`src/rtl/pm_sched_pkg.sv`:
```
// Shared types for the power mode scheduler.
// Assumes: mode codes are visible at the top level and are fixed as listed.
package pm_sched_pkg;
    typedef enum logic [1:0] {
        PM_NORMAL   = 2'b00,
        PM_SLEEP    = 2'b01,
        PM_SHUTDOWN = 2'b10
    } pm_mode_e;

    localparam int unsigned PM_THR_SLOTS = 4;
endpackage

```
`src/rtl/pm_tick_counter.sv`:
```
// Counts timebase ticks and reports the tick that completes a period.
// Assumes: limit_i >= 1. A restart has priority over counting.
module pm_tick_counter #(
    parameter int CNT_W = 8
) (
    input  logic             clk,
    input  logic             rst_n,
    input  logic             tick_i,
    input  logic             run_i,
    input  logic             restart_i,
    input  logic [CNT_W-1:0] limit_i,
    output logic             at_end_o
);
    logic [CNT_W-1:0] cnt_q;

    // Flag the tick that completes the current period.
    assign at_end_o = run_i && tick_i && (cnt_q == limit_i - CNT_W'(1));

    // Advance on each tick, wrap at period end, clear on restart.
    always_ff @(posedge clk) begin
        if (!rst_n) begin
            cnt_q <= '0;
        end else if (restart_i || at_end_o) begin
            cnt_q <= '0;
        end else if (run_i && tick_i) begin
            cnt_q <= cnt_q + CNT_W'(1);
        end
    end
endmodule

```
`src/rtl/pm_wake_cmp.sv`:
```
// Flags a wake condition: the magnitude of the signed sense reading is at or
// above the selected threshold slot, or a fault is raised.
// Assumes: threshold slots hold non-negative counts.
module pm_wake_cmp #(
    parameter int SENSE_W = 16
) (
    input  logic signed [SENSE_W-1:0]                           sense_i,
    input  logic        [pm_sched_pkg::PM_THR_SLOTS*SENSE_W-1:0] thr_cfg_i,
    input  logic        [1:0]                                   thr_sel_i,
    input  logic                                                fault_i,
    output logic                                                active_o
);
    logic [SENSE_W-1:0] slot [pm_sched_pkg::PM_THR_SLOTS];
    logic [SENSE_W:0]   ext;
    logic [SENSE_W:0]   mag;

    // Split the packed configuration into threshold slots.
    for (genvar k = 0; k < pm_sched_pkg::PM_THR_SLOTS; k++) begin : g_slot
        assign slot[k] = thr_cfg_i[k*SENSE_W +: SENSE_W];
    end

    // Form the magnitude one bit wider, so the most negative code cannot wrap.
    always_comb begin
        ext = {sense_i[SENSE_W-1], sense_i};
        mag = ext[SENSE_W] ? (~ext + (SENSE_W+1)'(1)) : ext;
    end

    // Compare against the selected slot and merge in the fault flag.
    assign active_o = fault_i || (mag >= {1'b0, slot[thr_sel_i]});
endmodule

```
`src/rtl/pm_mode_ctrl.sv`:
```
// Mode sequencer: normal, sleep and shutdown. Decisions are taken only at
// ticks; wake and shutdown requests are latched until then.
// Assumes: period_end_i is a tick qualified by the active period counter.
module pm_mode_ctrl (
    input  logic                   clk,
    input  logic                   rst_n,
    input  logic                   tick_i,
    input  logic                   period_end_i,
    input  logic                   active_i,
    input  logic                   sleep_en_i,
    input  logic                   shutdown_cmd_i,
    output pm_sched_pkg::pm_mode_e mode_o,
    output logic                   mode_change_o
);
    import pm_sched_pkg::*;

    pm_mode_e mode_q, next_mode;
    logic     quiet_q, wake_pend_q, sd_pend_q;
    logic     sd_req, wake_req;

    // Choose the next mode from latched and current requests.
    always_comb begin
        sd_req    = sd_pend_q || shutdown_cmd_i;
        wake_req  = wake_pend_q || active_i;
        next_mode = mode_q;
        case (mode_q)
            PM_NORMAL: begin
                if (tick_i) begin
                    if (sd_req)
                        next_mode = PM_SHUTDOWN;
                    else if (period_end_i && sleep_en_i && quiet_q && !active_i)
                        next_mode = PM_SLEEP;
                end
            end
            PM_SLEEP: begin
                if (tick_i) begin
                    if (sd_req)        next_mode = PM_SHUTDOWN;
                    else if (wake_req) next_mode = PM_NORMAL;
                end
            end
            default: next_mode = PM_SHUTDOWN;
        endcase
    end

    assign mode_change_o = (next_mode != mode_q);
    assign mode_o        = mode_q;

    // Hold the mode and the requests that wait for the next tick.
    always_ff @(posedge clk) begin
        if (!rst_n) begin
            mode_q      <= PM_NORMAL;
            sd_pend_q   <= 1'b0;
            wake_pend_q <= 1'b0;
        end else begin
            mode_q      <= next_mode;
            sd_pend_q   <= sd_req && (next_mode != PM_SHUTDOWN);
            wake_pend_q <= (mode_q == PM_SLEEP) && (next_mode == PM_SLEEP) && wake_req;
        end
    end

    // Track whether the current normal period has stayed free of wake conditions.
    always_ff @(posedge clk) begin
        if (!rst_n)                           quiet_q <= 1'b1;
        else if (mode_change_o || period_end_i) quiet_q <= 1'b1;
        else if (active_i)                    quiet_q <= 1'b0;
    end
endmodule

```
`src/rtl/pwr_sched.sv`:
```
// Power mode and measurement scheduler top. It issues cycle strobes at a
// mode-dependent period, sequences the power modes and polls the
// system-present pin once per second.
// Assumes: tick_i is a single-cycle pulse; a sleep interval of zero acts as one.
module pwr_sched #(
    parameter int TICKS_PER_SEC = 32768,
    parameter int SENSE_W       = 16,
    parameter int SLEEP_W       = 8
) (
    input  logic                       clk,
    input  logic                       rst_n,
    input  logic                       tick_i,
    input  logic signed [SENSE_W-1:0]  sense_i,
    input  logic                       fault_i,
    input  logic                       present_n_i,
    input  logic                       sleep_en_i,
    input  logic                       shutdown_cmd_i,
    input  logic [1:0]                 thr_sel_i,
    input  logic [4*SENSE_W-1:0]       thr_cfg_i,
    input  logic [SLEEP_W-1:0]         sleep_period_i,
    output logic                       cycle_strobe_o,
    output logic                       sys_present_o,
    output logic [1:0]                 mode_o,
    output logic                       sleep_o,
    output logic                       shutdown_o
);
    import pm_sched_pkg::*;

    localparam int SEC_W = $clog2(TICKS_PER_SEC + 1);
    localparam int CNT_W = (SEC_W > SLEEP_W) ? SEC_W : SLEEP_W;
    localparam logic [CNT_W-1:0] SEC_LIMIT = CNT_W'(TICKS_PER_SEC);

    pm_mode_e         mode;
    logic             mode_change, running, active;
    logic             period_end, sec_end;
    logic [CNT_W-1:0] period_limit;
    logic             strobe_q, present_q;

    // Pick the period length for the current mode.
    always_comb begin
        if (mode == PM_SLEEP)
            period_limit = (sleep_period_i == '0) ? CNT_W'(1) : CNT_W'(sleep_period_i);
        else
            period_limit = SEC_LIMIT;
    end

    assign running = (mode != PM_SHUTDOWN);

    pm_wake_cmp #(.SENSE_W(SENSE_W)) i_wake (
        .sense_i   (sense_i),
        .thr_cfg_i (thr_cfg_i),
        .thr_sel_i (thr_sel_i),
        .fault_i   (fault_i),
        .active_o  (active)
    );

    pm_tick_counter #(.CNT_W(CNT_W)) i_period (
        .clk       (clk),
        .rst_n     (rst_n),
        .tick_i    (tick_i),
        .run_i     (running),
        .restart_i (mode_change),
        .limit_i   (period_limit),
        .at_end_o  (period_end)
    );

    pm_tick_counter #(.CNT_W(CNT_W)) i_second (
        .clk       (clk),
        .rst_n     (rst_n),
        .tick_i    (tick_i),
        .run_i     (running),
        .restart_i (1'b0),
        .limit_i   (SEC_LIMIT),
        .at_end_o  (sec_end)
    );

    pm_mode_ctrl i_mode (
        .clk            (clk),
        .rst_n          (rst_n),
        .tick_i         (tick_i),
        .period_end_i   (period_end),
        .active_i       (active),
        .sleep_en_i     (sleep_en_i),
        .shutdown_cmd_i (shutdown_cmd_i),
        .mode_o         (mode),
        .mode_change_o  (mode_change)
    );

    // Register the cycle strobe and the once-per-second present sample.
    always_ff @(posedge clk) begin
        if (!rst_n) begin
            strobe_q  <= 1'b0;
            present_q <= 1'b0;
        end else begin
            strobe_q <= period_end;
            if (sec_end) present_q <= !present_n_i;
        end
    end

    assign cycle_strobe_o = strobe_q;
    assign sys_present_o  = present_q;
    assign mode_o         = mode;
    assign sleep_o        = (mode == PM_SLEEP);
    assign shutdown_o     = (mode == PM_SHUTDOWN);
endmodule

```
`config.mk`:
```
export PLATFORM = sky130hd
export DESIGN_NAME = pwr_sched
export DESIGN_NICKNAME = d
export VERILOG_FILES = /design/src/rtl/pm_sched_pkg.sv /design/src/rtl/pm_tick_counter.sv /design/src/rtl/pm_wake_cmp.sv /design/src/rtl/pm_mode_ctrl.sv /design/src/rtl/pwr_sched.sv
export SDC_FILE = /design/constraint.sdc
export NUM_CORES = 1
export LEC_CHECK = 0
export BUFFER_PORTS_ARGS = -buffer_cell sky130_fd_sc_hd__buf_2
export CORE_MARGIN = 2
export CORE_UTILIZATION = 35
export DETAILED_ROUTE_END_ITERATION = 12
export PLACE_DENSITY_LB_ADDON = 0.3
export SLEW_MARGIN = 20
export SYNTH_ARGS = -nofsm -noshare
export SYNTH_HDL_FRONTEND = slang
export SYNTH_SLANG_ARGS = --single-unit
```
`constraint.sdc`:
```
create_clock -name clk -period 4.4 [get_ports clk]
set_input_delay 1.32 -clock clk [delete_from_list [all_inputs] [get_ports clk]]
set_output_delay 1.32 -clock clk [all_outputs]
set_load 0.01 [all_outputs]
```
After elaboration in Yosys (flattened, before gate mapping)
Cells that the tools add are included.

Input port bits: 97. Logic and storage cells: 57. Register bits after elaboration: 39.

Reduce and logical (&&, ||, !) cells: 19. Multiplexer cells: 13. Add/subtract/negate cells: 4. Eq/ne operators: 8. Bitwise operators: 3. Magnitude comparators: 2.

Operator list (count): $mux W16 (3); $add A16 B1 Y16 const B (2); $bmux W16 S2 (1); $add A17 B1 Y17 const B (1); $ge A17 B16 Y1 (1); $mux W17 (1); $not A17 Y17 (1); $eq A16 B15 Y1 const B (1); $eq A16 B16 Y1 (1); $sub A16 B1 Y16 const B (1); $mux W2 (6); $logic_and A1 B1 Y1 (9); $logic_not A8 Y1 (1); $mux W8 (1); $eq A2 B1 Y1 const B (2); $logic_or A1 B1 Y1 (4); $ne A2 B2 Y1 const B (2); $pmux W2 S2 (1); $reduce_or A2 Y1 (2); $ge A3 B3 Y1 const B (1); $not A2 Y3 (1); $eq A2 B2 Y1 const B (1); $logic_not A1 Y1 (2); $logic_not A2 Y1 (1); 2 further kinds (2).

Longest topological paths before layout
Word-level depth: 16. Mapped depth: 14. Mapped depth without buffers: 13.

Cells and area by module
From an unflattened synthesis, not the netlist that was laid out.

Cells, all modules: 539. Area total of the unflattened synthesis: 4455.5 µm².

By module, submodules not included: pm_tick_counter (area each 1477.7 µm², cells each 185, seq. area each 320.3 µm², times used 2); pm_wake_cmp (area each 1102.3 µm², cells each 121, seq. area each 0.0 µm², times used 1); pm_mode_ctrl (area each 225.2 µm², cells each 25, seq. area each 100.1 µm², times used 1); pwr_sched (area each 172.7 µm², cells each 23, seq. area each 40.0 µm², times used 1).

Worst setup path before layout
OpenSTA, ideal clock, no wires.

Kind: input port to flip-flop. Start: input thr_sel_i[0]. End: register i_mode.quiet_q. Library setup time: 0.135 ns. Buffers on the path: 2. Slack: -0.139 ns. Required time: 4.265 ns. Cell stages on the path: 10. Arrival time: 4.404 ns. Path through: clkbuf_1 > buf_1 > mux4_2 > ha_1 > nor3b_1 > o21ai_0 > o2111ai_1 > nand4_1 > o211a_1 > or4_4.

Cells in the longest elaborated chain, start to end: 15. Elaborated cells on any way between the ends: 19. Those cells by class: 1 x order compare; 1 x eq/ne; 10 x mux; 1 x bitwise; 6 x reduce/logical.

RTL lines: from (decl) (RTL line pwr_sched.sv:18) `input logic [1:0] thr_sel_i,`; $not A2 Y3 (not written as such) * (RTL line pm_wake_cmp.sv:29) `assign active_o = fault_i || (mag >= {1'b0, slot[thr_sel_i]});`; $bmux W16 S2 * (RTL line pm_wake_cmp.sv:29); $mux W16 (not written as such) * (2 in a row) (RTL line pm_wake_cmp.sv:29); $ge A17 B16 Y1 * (RTL line pm_wake_cmp.sv:29); $logic_or A1 B1 Y1 * (RTL line pm_wake_cmp.sv:29); $logic_not A1 Y1 (RTL line pm_mode_ctrl.sv:31) `else if (period_end_i && sleep_en_i && quiet_q && !active_i)`; $logic_and A1 B1 Y1 (RTL line pm_mode_ctrl.sv:31); $mux W2 (RTL line pm_mode_ctrl.sv:31); $mux W2 (RTL line pm_mode_ctrl.sv:29) `if (sd_req)`; $mux W2 (RTL line pm_mode_ctrl.sv:28) `if (tick_i) begin`; $pmux W2 S2 (RTL line pm_mode_ctrl.sv:26) `case (mode_q)`; $ne A2 B2 Y1 (RTL line pm_mode_ctrl.sv:45) `assign mode_change_o = (next_mode != mode_q);`; $logic_or A1 B1 Y1 (RTL line pm_mode_ctrl.sv:64) `else if (mode_change_o || period_end_i) quiet_q <= 1'b1;`; $reduce_or A2 Y1 (no line); to (signal assigned) (RTL line pm_mode_ctrl.sv:63) `if (!rst_n) quiet_q <= 1'b1;`; to (signal assigned) (RTL line pm_mode_ctrl.sv:64); to (signal assigned) (RTL line pm_mode_ctrl.sv:65) `else if (active_i) quiet_q <= 1'b0;`; to (decl) (RTL line pm_mode_ctrl.sv:18) `logic quiet_q, wake_pend_q, sd_pend_q;`.

Every way passes the cells marked *; elsewhere a longest branch is shown, timed or not. The select of a mux whose other input is x is not followed. A chain may end at the register's enable or synchronous reset.

Final worst setup path
Start: input sense_i[6]. End: register i_mode.quiet_q.

Cells in the longest elaborated chain, start to end: 14. Elaborated cells on any way between the ends: 18. Those cells by class: 1 x add/sub; 1 x order compare; 1 x eq/ne; 8 x mux; 1 x bitwise; 6 x reduce/logical.

RTL lines: from (decl) (RTL line pwr_sched.sv:13) `input logic signed [SENSE_W-1:0] sense_i,`; $not A17 Y17 (RTL line pm_wake_cmp.sv:25) `mag = ext[SENSE_W] ? (~ext + (SENSE_W+1)'(1)) : ext;`; $add A17 B1 Y17 (RTL line pm_wake_cmp.sv:25); $mux W17 * (RTL line pm_wake_cmp.sv:25); $ge A17 B16 Y1 * (RTL line pm_wake_cmp.sv:29); $logic_or A1 B1 Y1 * (RTL line pm_wake_cmp.sv:29); $logic_not A1 Y1 (RTL line pm_mode_ctrl.sv:31); $logic_and A1 B1 Y1 (RTL line pm_mode_ctrl.sv:31); $mux W2 (RTL line pm_mode_ctrl.sv:31); $mux W2 (RTL line pm_mode_ctrl.sv:29); $mux W2 (RTL line pm_mode_ctrl.sv:28); $pmux W2 S2 (RTL line pm_mode_ctrl.sv:26); $ne A2 B2 Y1 (RTL line pm_mode_ctrl.sv:45); $logic_or A1 B1 Y1 (RTL line pm_mode_ctrl.sv:64); $reduce_or A2 Y1 (no line).

Every way passes the cells marked *; elsewhere a longest branch is shown, timed or not.

==> results.py <==
metrics = {
    "clock_network": {
        "numCtsBuffers": 5,
        "clk_pin_slew_ns": 0.08,
        "htreeDepth": 2,
        "holdBufCountCts": 0,
        "clockRootBuffer": "clkbuf_8",
        "cts_max_path_buffers": 2,
        "cts_sinks": 39,
        "cts_tree": "built",
        "worstSkewPairLatency_ns": 0.29,
    },
    "critical_path": {
        "critPathRequiredTime_ns": 4.57,
        "reg2reg_to": "i_mode.quiet_q$_SDFFE_PP1P_",
        "crit_type": "in -> reg",
        "start_kind": "input pin",
        "endpoint_kind": "register",
        "crit_fanout": 3,
        "arrival_ns": 4.41,
        "timing.reg2reg.setup_slack_ns": 1.01,
        "rr_worst_depth": 12,
        "r2r_start": "i_mode.mode_o[0]$_SDFF_PN0_",
    },
    "routing": {
        "drtIter0Drc": 166,
        "routed_wirelength_um": 8740,
        "drt-pass1-iter-count": 4,
        "avgRoutedWirePerCell_um": 13.8,
        "drc": 0,
        "route.top_layer_used": "met4",
        "final_antenna_net_count": 0,
        "wl_met1_um": 3920,
        "via_per_inst": 5.30,
        "wl_met3_um": 611,
        "met2_length_um": 4120,
        "vias": 3349,
    },
    "logic_synthesis": {
        "synth-edff-count": 0,
        "yosysSeqAreaShare": 0.233,
        "yosys-top-cells-area": "dfxtp_1, mux4_2, xnor2_1",
        "syn_avg_cell_area_um2": 8.53,
        "synthFlopType": "dfxtp_1",
        "yosys_warnings": 0,
        "ys_ff_latch": 39,
        "synth_area_leader_cell": "dfxtp_1",
        "synth_cells": 393,
        "syn_nets": 511,
        "synth_area_um2": 3350,
        "netlist.area_leader.share": 0.233,
        "synth_cell_type_count": 54,
        "netlist_top_cells_count": "dfxtp_1, nor2_1, xnor2_1",
        "async_flop_share": 0,
        "synth_most_common_cell": "dfxtp_1",
    },
    "sta": {
        "fin_skew_ns": 0.00923,
        "fmax_mhz": 236,
        "fin_crit_sh": 0.962,
        "slew_headroom": 0.646,
        "rsz0062_at_grt": "no",
        "finalHoldViolations": 0,
        "post-route-min-period_ns": 4.23,
        "worstMarginPinSlew_ns": 0.531,
        "slew_viol_final": 0,
        "setup_viol": 0,
        "setup_slack_ns": 0.165,
    },
    "hold_path": {
        "whs_endpoint": "i_mode.sd_pend_q$_SDFF_PN0_",
        "whs_path_depth": 2,
        "min_from": "i_mode.sd_pend_q$_SDFF_PN0_",
        "min_path_type": "reg -> reg",
    },
    "global_routing": {
        "grt_max_degree": 18,
        "grt_pass1_vias": 3239,
        "grt-ovfl-total": 0,
        "grtUsageTotal": 0.172,
        "antenna_found_initial": 0,
        "grt_first_pass_wirelength_um": 14600,
    },
    "outcome": {
        "run_status": "finished, final reports clean",
    },
    "place": {
        "dp_hpwl_um": 7230,
        "portBuffers": 102,
        "postPlaceCellArea_um2": 4090,
        "place_congestion": 0.905,
        "dp_slack_ns": -0.209,
    },
    "pwr": {
        "power.leakage_nw": 1.73,
        "p_per_area_nw_per_um2": 211,
        "vdd_drop_max_mv": 0.0972,
        "finalPower_w": 0.000890,
    },
    "die": {
        "die_y_um": 102,
        "initial_core_util": 0.361,
        "core_area_um2": 9280,
        "dieArea_um2": 10400,
        "die_w_um": 102,
        "pin_count": 103,
        "rows": 35,
    },
    "final_layout": {
        "antenna_cells": 0,
        "finalInstanceArea_um2": 4220,
        "drive_gt1_frac": 0.306,
        "area_delta_synth_final_pct": 25.9,
        "nNetsFinal": 620,
        "utilization": 0.454,
    },
    "run": {
        "drv_cap": 0,
    },
}
worst max-delay path: stages:
cell and delay [ns]:
buf_2 0.10, or4_1 0.56, or3_1 0.39, o31ai_2 0.25, xnor2_1 0.15, ha_1 0.26
a21o_1 0.17, a211oi_2 0.24, nand4_1 0.17, o211a_1 0.27, or4_4 0.52
power breakdown:
| part | internal [W] | total, W | switching [W] |
|---|---|---|---|
| registers | 0.000358 | 0.000365 | 0.00000711 |
| clock network | 0.000169 | 0.000302 | 0.000133 |
| logic | 0.000116 | 0.000222 | 0.000106 |
layout by cell type (no fill, tap or decap), types with 10 or more instances in the layout:
| cell | synthesis | layout |
|---|---|---|
| nor3_1 | 10 | 10 |
| nor2_1 | 37 | 37 |
| mux4_2 | 16 | 16 |
| inv_1 | 25 | 25 |
| buf_2 | 2 | 102 |
| xnor2_1 | 33 | 33 |
| nand2_1 | 21 | 21 |
| ha_1 | 21 | 21 |
| a21oi_1 | 10 | 10 |
| xor2_1 | 15 | 15 |
| nand3_1 | 13 | 13 |
| o21ai_0 | 18 | 18 |
| nor4_1 | 23 | 23 |
| dfxtp_1 | 39 | 39 |
| buf_4 | 1 | 17 |
| nand4_1 | 13 | 13 |
cells by family after synthesis:
| kind of cell | after synthesis | share of synthesized area |
|---|---|---|
| and+or+nand+nor | 155 | 0.258 |
| muxes | 20 | 0.119 |
| xor gates and xnor gates | 48 | 0.125 |
| adders and majority gates | 21 | 0.0784 |
| AOI/OAI and AO/OA | 66 | 0.132 |
| buffers and inverters | 44 | 0.0534 |
| DFF | 39 | 0.233 |
stage by stage:
stage	std cells	setup TNS [ns]	hold WS, ns
after global placement	624	-0.172	0.462
after detailed placement	624	-2.07	0.468
after global routing	632	0	0.511
after CTS	632	0	0.482
after floorplan	393	0	0.452
final	632	0	0.484
final cells by class:
cell class | instances | area, µm²
clock buffers | 5 | 68.8
clock inverters | 3 | 43.8
fillers | 946 | 5060
inverters | 26 | 97.6
multi-input cells | 310 | 2410
flip-flops and latches | 39 | 781
well taps | 129 | 161
repair buffers | 120 | 658
registers in the layout (all words and copies together), names as in the netlist:
name                cells
cycle_strobe_o          1
i_mode.mode_o           2
i_period.cnt_q         16
i_mode.sd_pend_q        1
sys_present_o           1
i_mode.wake_pend_q      1
i_second.cnt_q         16
i_mode.quiet_q          1
routing by layer:
layer	global-route usage	up-vias
li1	-	1694
met4	0.0410	0
met5	0	-
met3	0.0280	7
met2	0.297	127
met1	0.227	1521
repair_timing:
action / in CTS / in global routing
endpoints found under the hold margin: 0 / 0
setup endpoints to repair: 0 / 9
setup buffers: 0 / 0
gates resized for setup: 0 / 2
worst max path at each step:
stage	start	end	cells past startpoint
3_5_place_dp	sense_i[6]	i_mode.quiet_q$_SDFFE_PP1P_	11
3_3_place_gp	sense_i[6]	i_mode.quiet_q$_SDFFE_PP1P_	11
2_1_floorplan	sense_i[6]	i_mode.quiet_q$_SDFFE_PP1P_	10
6_report	sense_i[6]	i_mode.quiet_q$_SDFFE_PP1P_	11
5_1_grt	sense_i[6]	i_period.cnt_q[0]$_SDFFE_PP0P_	13
4_1_cts	sense_i[6]	i_mode.quiet_q$_SDFFE_PP1P_	11
(Power assumes the default switching activity.)
